--- src/rtl/alloc_order_pkg.sv ---
package alloc_order_pkg;

  typedef enum logic [1:0] {
    SQ_IDLE,
    SQ_KICK,
    SQ_WAIT,
    SQ_DONE
  } sq_state_e;

  localparam int MAX_W = 8;

  // number of distinct orders of rows among (rows + cols) slots
  function automatic int n_choose_k(input int n, input int k);
    int acc;
    acc = 1;
    for (int i = 1; i <= k; i++) begin
      acc = acc * (n - k + i) / i;
    end
    return acc;
  endfunction

  function automatic logic [MAX_W-1:0] seed_word(input int rows, input int cols);
    logic [MAX_W-1:0] w;
    int width;
    width = rows + cols;
    w = '0;
    if (rows == 2 && cols == 2) begin
      w = 8'b0000_1001;
    end else begin
      for (int i = 0; i < MAX_W; i++) begin
        if (i >= width - rows && i < width) w[i] = 1'b1;
      end
    end
    return w;
  endfunction

  // xor mask applied on a right shift when the dropped bit is 1
  function automatic logic [MAX_W-1:0] tap_mask(input int rows, input int cols);
    logic [MAX_W-1:0] w;
    int width;
    width = rows + cols;
    w = '0;
    if (rows == 2 && cols == 2) begin
      w = 8'b0000_1110;
    end else begin
      for (int i = 0; i < MAX_W; i++) begin
        if (i == width - 1) w[i] = 1'b1;
      end
    end
    return w;
  endfunction

endpackage

--- src/rtl/order_lfsr.sv ---
module order_lfsr #(
  parameter int          ROWS = 2,
  parameter int          W    = 4,
  parameter logic [W-1:0] SEED = 4'b1001,
  parameter logic [W-1:0] TAPS = 4'b1110
) (
  input  logic         clk,
  input  logic         rst_n,
  input  logic         load,
  input  logic         step,
  output logic [W-1:0] word
);

  logic [W-1:0] word_d;
  logic         word_en;

  assign word_en = load | step;

  always_comb begin
    word_d = word;
    if (load) begin
      word_d = SEED;
    end else if (step) begin
      word_d = (word >> 1) ^ (word[0] ? TAPS : '0);
    end
  end

  always_ff @(posedge clk or negedge rst_n) begin
    if (!rst_n) begin
      word <= SEED;
    end else if (word_en) begin
      word <= word_d;
    end
  end

  // every order keeps the row count fixed
  assert_row_count_R9: assert property (@(posedge clk) disable iff (!rst_n)
    $countones(word) == ROWS);

endmodule

--- src/rtl/try_counter.sv ---
module try_counter #(
  parameter int N = 6
) (
  input  logic clk,
  input  logic rst_n,
  input  logic clr,
  input  logic inc,
  output logic last
);

  localparam int CW = (N > 1) ? $clog2(N) : 1;
  localparam logic [CW-1:0] LAST_IDX = CW'(N - 1);

  logic [CW-1:0] cnt;
  logic [CW-1:0] cnt_d;
  logic          cnt_en;

  assign cnt_en = clr | inc;
  assign last   = (cnt == LAST_IDX);

  always_comb begin
    cnt_d = cnt;
    if (clr) begin
      cnt_d = '0;
    end else if (inc) begin
      cnt_d = cnt + 1'b1;
    end
  end

  always_ff @(posedge clk or negedge rst_n) begin
    if (!rst_n) begin
      cnt <= '0;
    end else if (cnt_en) begin
      cnt <= cnt_d;
    end
  end

  assert_try_bound_R10: assert property (@(posedge clk) disable iff (!rst_n)
    cnt <= LAST_IDX);

  assert_no_step_past_last_R10: assert property (@(posedge clk) disable iff (!rst_n)
    (inc && !clr) |-> !last);

endmodule

--- src/rtl/order_ctrl.sv ---
module order_ctrl
  import alloc_order_pkg::*;
#(
  parameter int W = 4
) (
  input  logic         clk,
  input  logic         rst_n,
  input  logic         start,
  input  logic         bist_done,
  input  logic         engine_ok,
  input  logic         last,
  input  logic [W-1:0] strategy,
  output logic         load,
  output logic         step,
  output logic         restart,
  output logic         done,
  output logic         rep,
  output logic [W-1:0] win
);

  sq_state_e    st_q, st_d;
  logic         restart_d, done_d, rep_d;
  logic [W-1:0] win_d;

  always_comb begin
    st_d      = st_q;
    load      = 1'b0;
    step      = 1'b0;
    restart_d = 1'b0;
    done_d    = done;
    rep_d     = rep;
    win_d     = win;
    unique case (st_q)
      SQ_IDLE, SQ_DONE: begin
        if (start) begin
          load   = 1'b1;
          done_d = 1'b0;
          rep_d  = 1'b0;
          win_d  = '0;
          st_d   = SQ_KICK;
        end
      end
      SQ_KICK: begin
        restart_d = 1'b1;
        st_d      = SQ_WAIT;
      end
      SQ_WAIT: begin
        if (bist_done) begin
          if (engine_ok) begin
            done_d = 1'b1;
            rep_d  = 1'b1;
            win_d  = strategy;
            st_d   = SQ_DONE;
          end else if (last) begin
            done_d = 1'b1;
            st_d   = SQ_DONE;
          end else begin
            step = 1'b1;
            st_d = SQ_KICK;
          end
        end
      end
      default: st_d = SQ_IDLE;
    endcase
  end

  always_ff @(posedge clk or negedge rst_n) begin
    if (!rst_n) begin
      st_q    <= SQ_IDLE;
      restart <= 1'b0;
      done    <= 1'b0;
      rep     <= 1'b0;
      win     <= '0;
    end else begin
      st_q    <= st_d;
      restart <= restart_d;
      done    <= done_d;
      rep     <= rep_d;
      win     <= win_d;
    end
  end

  assert_restart_single_R4: assert property (@(posedge clk) disable iff (!rst_n)
    restart |=> !restart);

  assert_restart_word_steady_R4: assert property (@(posedge clk) disable iff (!rst_n)
    restart |-> $stable(strategy));

  assert_freeze_on_success_R6: assert property (@(posedge clk) disable iff (!rst_n)
    (done && rep && !start) |=> $stable(strategy));

  assert_fail_has_no_winner_R7: assert property (@(posedge clk) disable iff (!rst_n)
    (done && !rep) |-> (win == '0));

endmodule

--- src/rtl/alloc_order_seq.sv ---
module alloc_order_seq
  import alloc_order_pkg::*;
#(
  parameter int N_ROW_SPARES = 2,
  parameter int N_COL_SPARES = 2
) (
  input  logic                                 clk,
  input  logic                                 rst_n,
  input  logic                                 start,
  input  logic                                 bist_done,
  input  logic                                 engine_repairable,
  output logic [N_ROW_SPARES+N_COL_SPARES-1:0] strategy,
  output logic                                 bist_restart,
  output logic                                 analysis_done,
  output logic                                 final_repairable,
  output logic [N_ROW_SPARES+N_COL_SPARES-1:0] winning_strategy
);

  localparam int W      = N_ROW_SPARES + N_COL_SPARES;
  localparam int NSTRAT = n_choose_k(W, N_ROW_SPARES);
  localparam logic [MAX_W-1:0] SEED_FULL = seed_word(N_ROW_SPARES, N_COL_SPARES);
  localparam logic [MAX_W-1:0] TAPS_FULL = tap_mask(N_ROW_SPARES, N_COL_SPARES);

  logic [1:0] rst_sync_q;
  logic       rst_int_n;
  logic       load, step, last;

  always_ff @(posedge clk or negedge rst_n) begin
    if (!rst_n) begin
      rst_sync_q <= '0;
    end else begin
      rst_sync_q <= {rst_sync_q[0], 1'b1};
    end
  end
  assign rst_int_n = rst_sync_q[1];

  order_lfsr #(
    .ROWS (N_ROW_SPARES),
    .W    (W),
    .SEED (SEED_FULL[W-1:0]),
    .TAPS (TAPS_FULL[W-1:0])
  ) u_lfsr (
    .clk   (clk),
    .rst_n (rst_int_n),
    .load  (load),
    .step  (step),
    .word  (strategy)
  );

  try_counter #(
    .N (NSTRAT)
  ) u_cnt (
    .clk   (clk),
    .rst_n (rst_int_n),
    .clr   (load),
    .inc   (step),
    .last  (last)
  );

  order_ctrl #(
    .W (W)
  ) u_ctrl (
    .clk       (clk),
    .rst_n     (rst_int_n),
    .start     (start),
    .bist_done (bist_done),
    .engine_ok (engine_repairable),
    .last      (last),
    .strategy  (strategy),
    .load      (load),
    .step      (step),
    .restart   (bist_restart),
    .done      (analysis_done),
    .rep       (final_repairable),
    .win       (winning_strategy)
  );

  // a word change without completion or start is an illegal advance
  assert_advance_needs_done_R5: assert property (@(posedge clk) disable iff (!rst_int_n)
    (!bist_done && !start) |=> $stable(strategy));

endmodule

--- config.mk ---
export PLATFORM = sky130hd
export DESIGN_NAME = alloc_order_seq
export DESIGN_NICKNAME = d
export VERILOG_FILES = /design/src/rtl/alloc_order_pkg.sv /design/src/rtl/order_lfsr.sv /design/src/rtl/try_counter.sv /design/src/rtl/order_ctrl.sv /design/src/rtl/alloc_order_seq.sv
export SDC_FILE = /design/constraint.sdc
export NUM_CORES = 1
export LEC_CHECK = 0
export BUFFER_PORTS_ARGS = -buffer_cell sky130_fd_sc_hd__buf_2
export CORE_MARGIN = 2
export CORE_UTILIZATION = 57
export CTS_BUF_LIST = sky130_fd_sc_hd__clkbuf_8 sky130_fd_sc_hd__clkbuf_16
export DETAILED_ROUTE_END_ITERATION = 12
export GPL_TIMING_DRIVEN = 0
export PLACE_DENSITY = 0.81
export SYNTH_ARGS = -nofsm -noshare
export SYNTH_HDL_FRONTEND = slang
export SYNTH_HIERARCHICAL = 1
export SYNTH_SLANG_ARGS = --single-unit
--- constraint.sdc ---
create_clock -name clk -period 1.9 [get_ports clk]
set_clock_uncertainty 0.15 [all_clocks]
set_input_delay 0.38 -clock clk [delete_from_list [all_inputs] [get_ports clk]]
set_output_delay 0.38 -clock clk [all_outputs]
set_load 0.01 [all_outputs]
==> impl_metrics.tcl, run 1 <==
set metrics [dict create \
    fin_crit_sh_pct 97.1 \
    ctsHtreeMaxLevel 1 \
    maxSlewHeadroom_pct 56.9 \
    netlist_area_sq_um 910 \
    cts_root_buf "clkbuf_8" \
    place_congestion 0.714 \
    regArea_sq_um 453 \
    antennaDiodeCount 0 \
    overflow 0 \
    rows 14 \
    setup_violations 0 \
    final_cell_mix "dfrtp_1, buf_2, buf_4, inv_1, nor2_1" \
    tightest_slew_ns 0.646 \
    die_y_um 43.9 \
    hpwl_mm 1.11 \
    yosysUniqueCellTypes 28 \
    clock_latency_ns 0.25 \
    io-pin-count 16 \
    nets 119 \
    grt_pass1_wl_mm 2.82 \
    placedInstanceArea_sq_um 1000 \
    drtPass1Iterations 4 \
    multi_input_area_sq_um 455 \
    fmax_mhz 542 \
    ys.flop_type "dfrtp_1" \
    avgRoutedWirePerCell_um 17.3 \
    outcome "finished clean" \
    reg2reg_depth 6 \
    drcViolationCount 0 \
    cts_tree "done" \
    clkPwrFrac_pct 15.0 \
    ff2ff_setup_slack_ns 0.05 \
    wirelength_mm 2.13 \
    comb_power_share_pct 54.3 \
    power.internal_uw 1320 \
    powerDensity_nw_per_um2 1770 \
    postSynthAreaPerCell_sq_um 12.1 \
    die_w_um 43.9 \
    drive_gt1_share_pct 43.9 \
    max_cap_violations 0 \
    grt_max_degree 17 \
    p_switching_uw 805 \
    synthesis.nets 86 \
    portBuffers 15 \
    path_clk_slew_ns 0.07 \
    mostFrequentLayoutCell "dfrtp_1" \
    drt-initial-drc-count 18 \
    synthCells 75 \
    async_flop_share_pct 100 \
    final_cell_area_sq_um 1200 \
    cp-end-kind "flip-flop" \
    period_needed_ns 1.85 \
    nFillCells 90 \
    cts.path.max_buffers 2 \
    reg2reg_to "u_ctrl/win[0]" \
    synth_edf_count 0 \
    grt_pass1_vias 616 \
    startpoint_type "flip-flop" \
    yosysSeqAreaShare_pct 49.8 \
    sw_frac_of_total_pct 37.9 \
    critPathKind "flip-flop to flip-flop" \
    yosysTopAreaCellShare_pct 44.0 \
    synth_area_leaders "dfrtp_1, ha_1, dfstp_2" \
    synth_seq_cells 18 \
    start_util_pct 60.4 \
    dr_total_vias 704 \
    hp-class "flip-flop to asynchronous set/reset pin" \
    synth_warnings 6 \
    die_area_sq_um 1930 \
    critPathCapture "u_ctrl/win[0]" \
    startpoint "u_ctrl/st_q[0]" \
    maxSlewViolCount 0 \
    rr_startpoint "u_ctrl/st_q[0]" \
    core_region_area_sq_um 1510 \
    cts_buffers 3 \
    power.leakage_uw 0.000583 \
    synth.largest_area_cell "dfrtp_1" \
    antenna_found_initial 0 \
    path_max_fanout 4 \
    viasPerCell 5.72 \
    stdcell_count 123 \
    syn_to_final_growth_pct 31.6 \
    pwr-share-seq_pct 30.7 \
    cp.required_ns 1.92 \
    p_total_uw 2120 \
    ir_drop_uv 983 \
    critPathArrivalTime_ns 1.87 \
    ant_nets 0 \
    grt.total_usage_pct 20.1 \
    cts_sinks 18 \
    hold_viol_final 0 \
    post-place-cells 106 \
]
[registers in the layout, indices dropped and copies added, names as in the netlist]
name            flops
u_ctrl/win          4
u_ctrl/st_q         2
rst_sync_q          2
u_lfsr/word         4
u_ctrl/done         1
u_ctrl/restart      1
u_cnt/cnt           3
u_ctrl/rep          1
[worst min-delay path by stage]
stage / from / depth (start not counted) / end
after floorplan: rst_n / 0 / rst_sync_q[0]
after global placement: rst_n / 1 / rst_sync_q[0]
after detailed placement: rst_n / 1 / rst_sync_q[1]
after CTS: rst_sync_q[1] / 0 / u_cnt/cnt[1]
after global routing: rst_sync_q[1] / 0 / u_ctrl/st_q[0]
final: rst_sync_q[1] / 0 / u_ctrl/st_q[0]
[cell type report]
class	instances	area share, %
clock buffers	4	4.60
inverters	7	2.19
multi-input cells	50	38.0
flip-flops and latches	18	37.8
well taps	16	1.67
repair buffers	28	15.7
[metal layers]
metal,up-vias,global-route usage (%),share of wire (%)
met2,26,34.4,55
li1,315,-,-
met5,-,0,0
met1,359,25.1,41
met4,0,7.27,0.89
met3,4,3.75,2.9
[cells in the mapped netlist, types with 2 or more instances]
| cell type | count |
|---|---|
| a211o_1 | 2 |
| nand2_1 | 5 |
| inv_1 | 7 |
| a211oi_1 | 2 |
| dfrtp_1 | 16 |
| xnor2_1 | 3 |
| nor2_1 | 7 |
| and2_1 | 2 |
| ha_1 | 6 |
| dfstp_2 | 2 |
| nor2b_1 | 2 |
| mux2i_1 | 5 |
[metrics by stage]
step / util (%) / setup TNS, ns / worst slack, ns / hold WS [ns]
2_1_floorplan: - / 0 / 0.0104 / -0.0656
3_3_place_gp: 66.7 / -0.690 / -0.128 / 0.0140
3_5_place_dp: 66.7 / -1.14 / -0.186 / 0.0153
4_1_cts: 73.3 / 0 / 0.0130 / 0.142
5_1_grt: 79.5 / -0.000367 / -0.000367 / 0.177
6_report: 79.5 / 0 / 0.0547 / 0.119
[power groups by stage]
stage	Combinational [uW]	Sequential (uW)	Clock, uW
after floorplan	614	674	0
after global placement	815	637	0
after detailed placement	853	648	0
after CTS	947	646	313
after global routing	1230	664	341
final	1150	652	318
[cell families after synthesis]
| kind of cell | share of synthesized area, % |
|---|---|
| other | 0.412 |
| XOR/XNOR | 2.89 |
| AO/OA/AOI/OAI | 13.6 |
| multiplexers | 8.39 |
| buffers and inverters | 4.13 |
| flip-flops | 49.8 |
| AND/OR/NAND/NOR | 12.5 |
| adder cells (fa/ha/maj) | 8.25 |
[timing repair]
action                                  4_1_cts  5_1_grt
endpoints found under the hold margin         2        0
resized for setup                             5        2
cloned                                        0        1
pin swaps                                     1        2
endpoints found under the setup margin        9        3
hold buffers                                  1        0
setup buffers                                 2       10
[critical path, cell delays in order (launching register included)]
cell and delay (ns):
dfrtp_1 0.40, inv_2 0.12, ha_4 0.24, and2b_4 0.19
a211oi_4 0.28, buf_4 0.19, mux2i_1 0.19
No activity file was read; power rests on OpenSTA's default activity.
==> run 2, diff against run 1 <==
--- a/config.mk
+++ b/config.mk
@@ -11,7 +11,8 @@
 export CTS_BUF_LIST = sky130_fd_sc_hd__clkbuf_8 sky130_fd_sc_hd__clkbuf_16
 export DETAILED_ROUTE_END_ITERATION = 12
 export GPL_TIMING_DRIVEN = 0
-export PLACE_DENSITY = 0.81
+export MAX_ROUTING_LAYER = met4
+export PLACE_DENSITY = 0.92
 export SYNTH_ARGS = -nofsm -noshare
 export SYNTH_HDL_FRONTEND = slang
 export SYNTH_HIERARCHICAL = 1
==> run 2 against run 1 <==
Against the previous run: critical path type unchanged; register-to-register slack hardly changed; largest power group unchanged; maximum frequency hardly changed; clock power is 3% lower; global-route usage is 0.16 points lower; wire length is 16% lower; clock-buffer cell count stayed put; combinational power is 16% lower; highest routed layer unchanged; sequential power is 0.8% lower; cell area is 5.7% lower.
==> impl_metrics.tcl, run 2 (synthesis results as in run 1) <==
set metrics [dict create \
    tightest_slew_ns 0.642 \
    place_congestion 0.747 \
    die_w_um 43.9 \
    drive_gt1_share_pct 39.4 \
    cts.path.max_buffers 2 \
    topRoutingLayerUsed "met4" \
    core_region_area_sq_um 1510 \
    met3_length_um 82 \
    cts_root_buf "clkbuf_8" \
    antenna_found_initial 0 \
    clock_latency_ns 0.25 \
    setup_slack_ns 0.0557 \
    die_y_um 43.9 \
    wirelength_mm 1.80 \
    regArea_sq_um 453 \
    period_needed_ns 1.84 \
    grt_pass1_vias 557 \
    die_area_sq_um 1930 \
    critPathKind "flip-flop to flip-flop" \
    final_cell_mix "dfrtp_1, buf_2, inv_1, nor2_1" \
    io-pin-count 16 \
    dr_total_vias 648 \
    fmax_mhz 542 \
    portBuffers 15 \
    overflow 0 \
    nFillCells 94 \
    largest_registers "u_ctrl/win: 4 flops, u_lfsr/word: 4 flops, u_cnt/cnt: 3 flops" \
    slowest_stage "dfrtp_1" \
    dp_slack_ns -0.199 \
    whs_ns 0.117 \
    maxSlewViolCount 0 \
    drtPass1Iterations 6 \
    cts_sinks 18 \
    crit_path_max_incr_delay_ns 0.39 \
    ir_drop_uv 797 \
    crit_chain "inv_2 -> ha_4 -> and2b_4 -> a2111oi_4 -> mux2_4" \
    critPathArrivalTime_ns 1.83 \
    max_cap_violations 0 \
    syn_to_final_growth_pct 24.1 \
    grt.total_usage_pct 19.9 \
    fin_crit_sh_pct 97.1 \
    rsz0062_at_grt "true" \
    nets 111 \
    viasPerCell 5.63 \
    cts_tree "done" \
    cts_buffers 3 \
    drcViolationCount 0 \
    avgRoutedWirePerCell_um 15.6 \
    path_clk_slew_ns 0.07 \
    antennaDiodeCount 0 \
    ctsHtreeMaxLevel 1 \
    start_util_pct 60.4 \
    outcome "finished clean" \
    dr_wl_met2_um 940 \
    multi_input_area_sq_um 455 \
    ant_nets 0 \
    power.leakage_uw 0.000539 \
    powerDensity_nw_per_um2 1700 \
    grt_pass1_wl_mm 2.60 \
    path_max_fanout 4 \
    wl_met1_um 764 \
    hpwl_mm 1.09 \
    cp-end-kind "flip-flop" \
    mostFrequentLayoutCell "dfrtp_1" \
    setup_violations 0 \
    startpoint_type "flip-flop" \
    rows 14 \
    hp-class "flip-flop to asynchronous set/reset pin" \
    grt_max_degree 17 \
    hold_viol_final 0 \
    maxSlewHeadroom_pct 57.2 \
    cp.required_ns 1.89 \
    drt-initial-drc-count 20 \
]
-- run 2: changes by cell type in the layout (fill, tap and decap cells not counted) --
cell	delta
buf_4	-8
buf_12	-1
buf_6	+1
-- run 2: timing repair --
item / in CTS / in global routing
hold endpoints to repair: 2 / 0
resized for setup: 5 / 2
buffers inserted: 0 / 3
pin swaps: 0 / 2
hold buffers: 1 / 0
gates cloned: 0 / 1
endpoints found under the setup margin: 10 / 6
-- run 2: layout make-up --
type	instances	share of cell area, %
clock buffer	4	4.88
buffer	1	0.998
tap	16	1.77
sequential	18	40.1
inverter	7	2.33
timing repair buffer	19	9.53
multi-input combinational	50	40.4
-- run 2: per-stage QoR --
step	utilization, %	TNS [ns]	power (uW)	area [sq um]	cells
2_1_floorplan	-	0	1290	910	75
3_3_place_gp	66.7	-0.641	1440	1000	106
3_5_place_dp	66.7	-1.23	1480	1000	106
4_1_cts	72.3	0	1850	1090	111
5_1_grt	74.9	-0.00557	2030	1130	115
6_report	74.9	0	1920	1130	115
-- run 2: worst max-delay path: cells and delay by family, from the launching register on --
kind	cells	cell delay, ns
flip-flops	1	0.39
AO/OA/AOI/OAI	1	0.35
multiplexers	1	0.33
adder cells (fa/ha/maj)	1	0.22
AND/OR/NAND/NOR	1	0.19
buffers and inverters	1	0.10
-- run 2: final timing paths --
path                                start        endpoint  slack (ns)  depth (start not counted)
setup reg to reg           u_ctrl/st_q[0]     u_ctrl/done        0.06                          5
max in group asynchronous   rst_sync_q[1]  u_lfsr/word[2]        1.07                          0
hold / removal              rst_sync_q[1]    u_cnt/cnt[2]        0.12                          0
min in group clk            rst_sync_q[0]   rst_sync_q[1]        0.20                          0
setup / recovery           u_ctrl/st_q[0]     u_ctrl/done        0.06                          5
hold reg to reg             rst_sync_q[1]    u_cnt/cnt[2]        0.12                          0
-- run 2: power breakdown --
| part | total (uW) | internal [uW] | switching (uW) |
|---|---|---|---|
| Clock | 307 | 184 | 123 |
| Combinational | 964 | 495 | 469 |
| Sequential | 647 | 529 | 118 |
-- run 2: routing by layer --
layer / global-route usage, % / vias to the layer above
met3: 3.75 / 2
met2: 32.9 / 26
met4: 9.09 / 0
met1: 23.3 / 319
met5: - / -
li1: - / 301
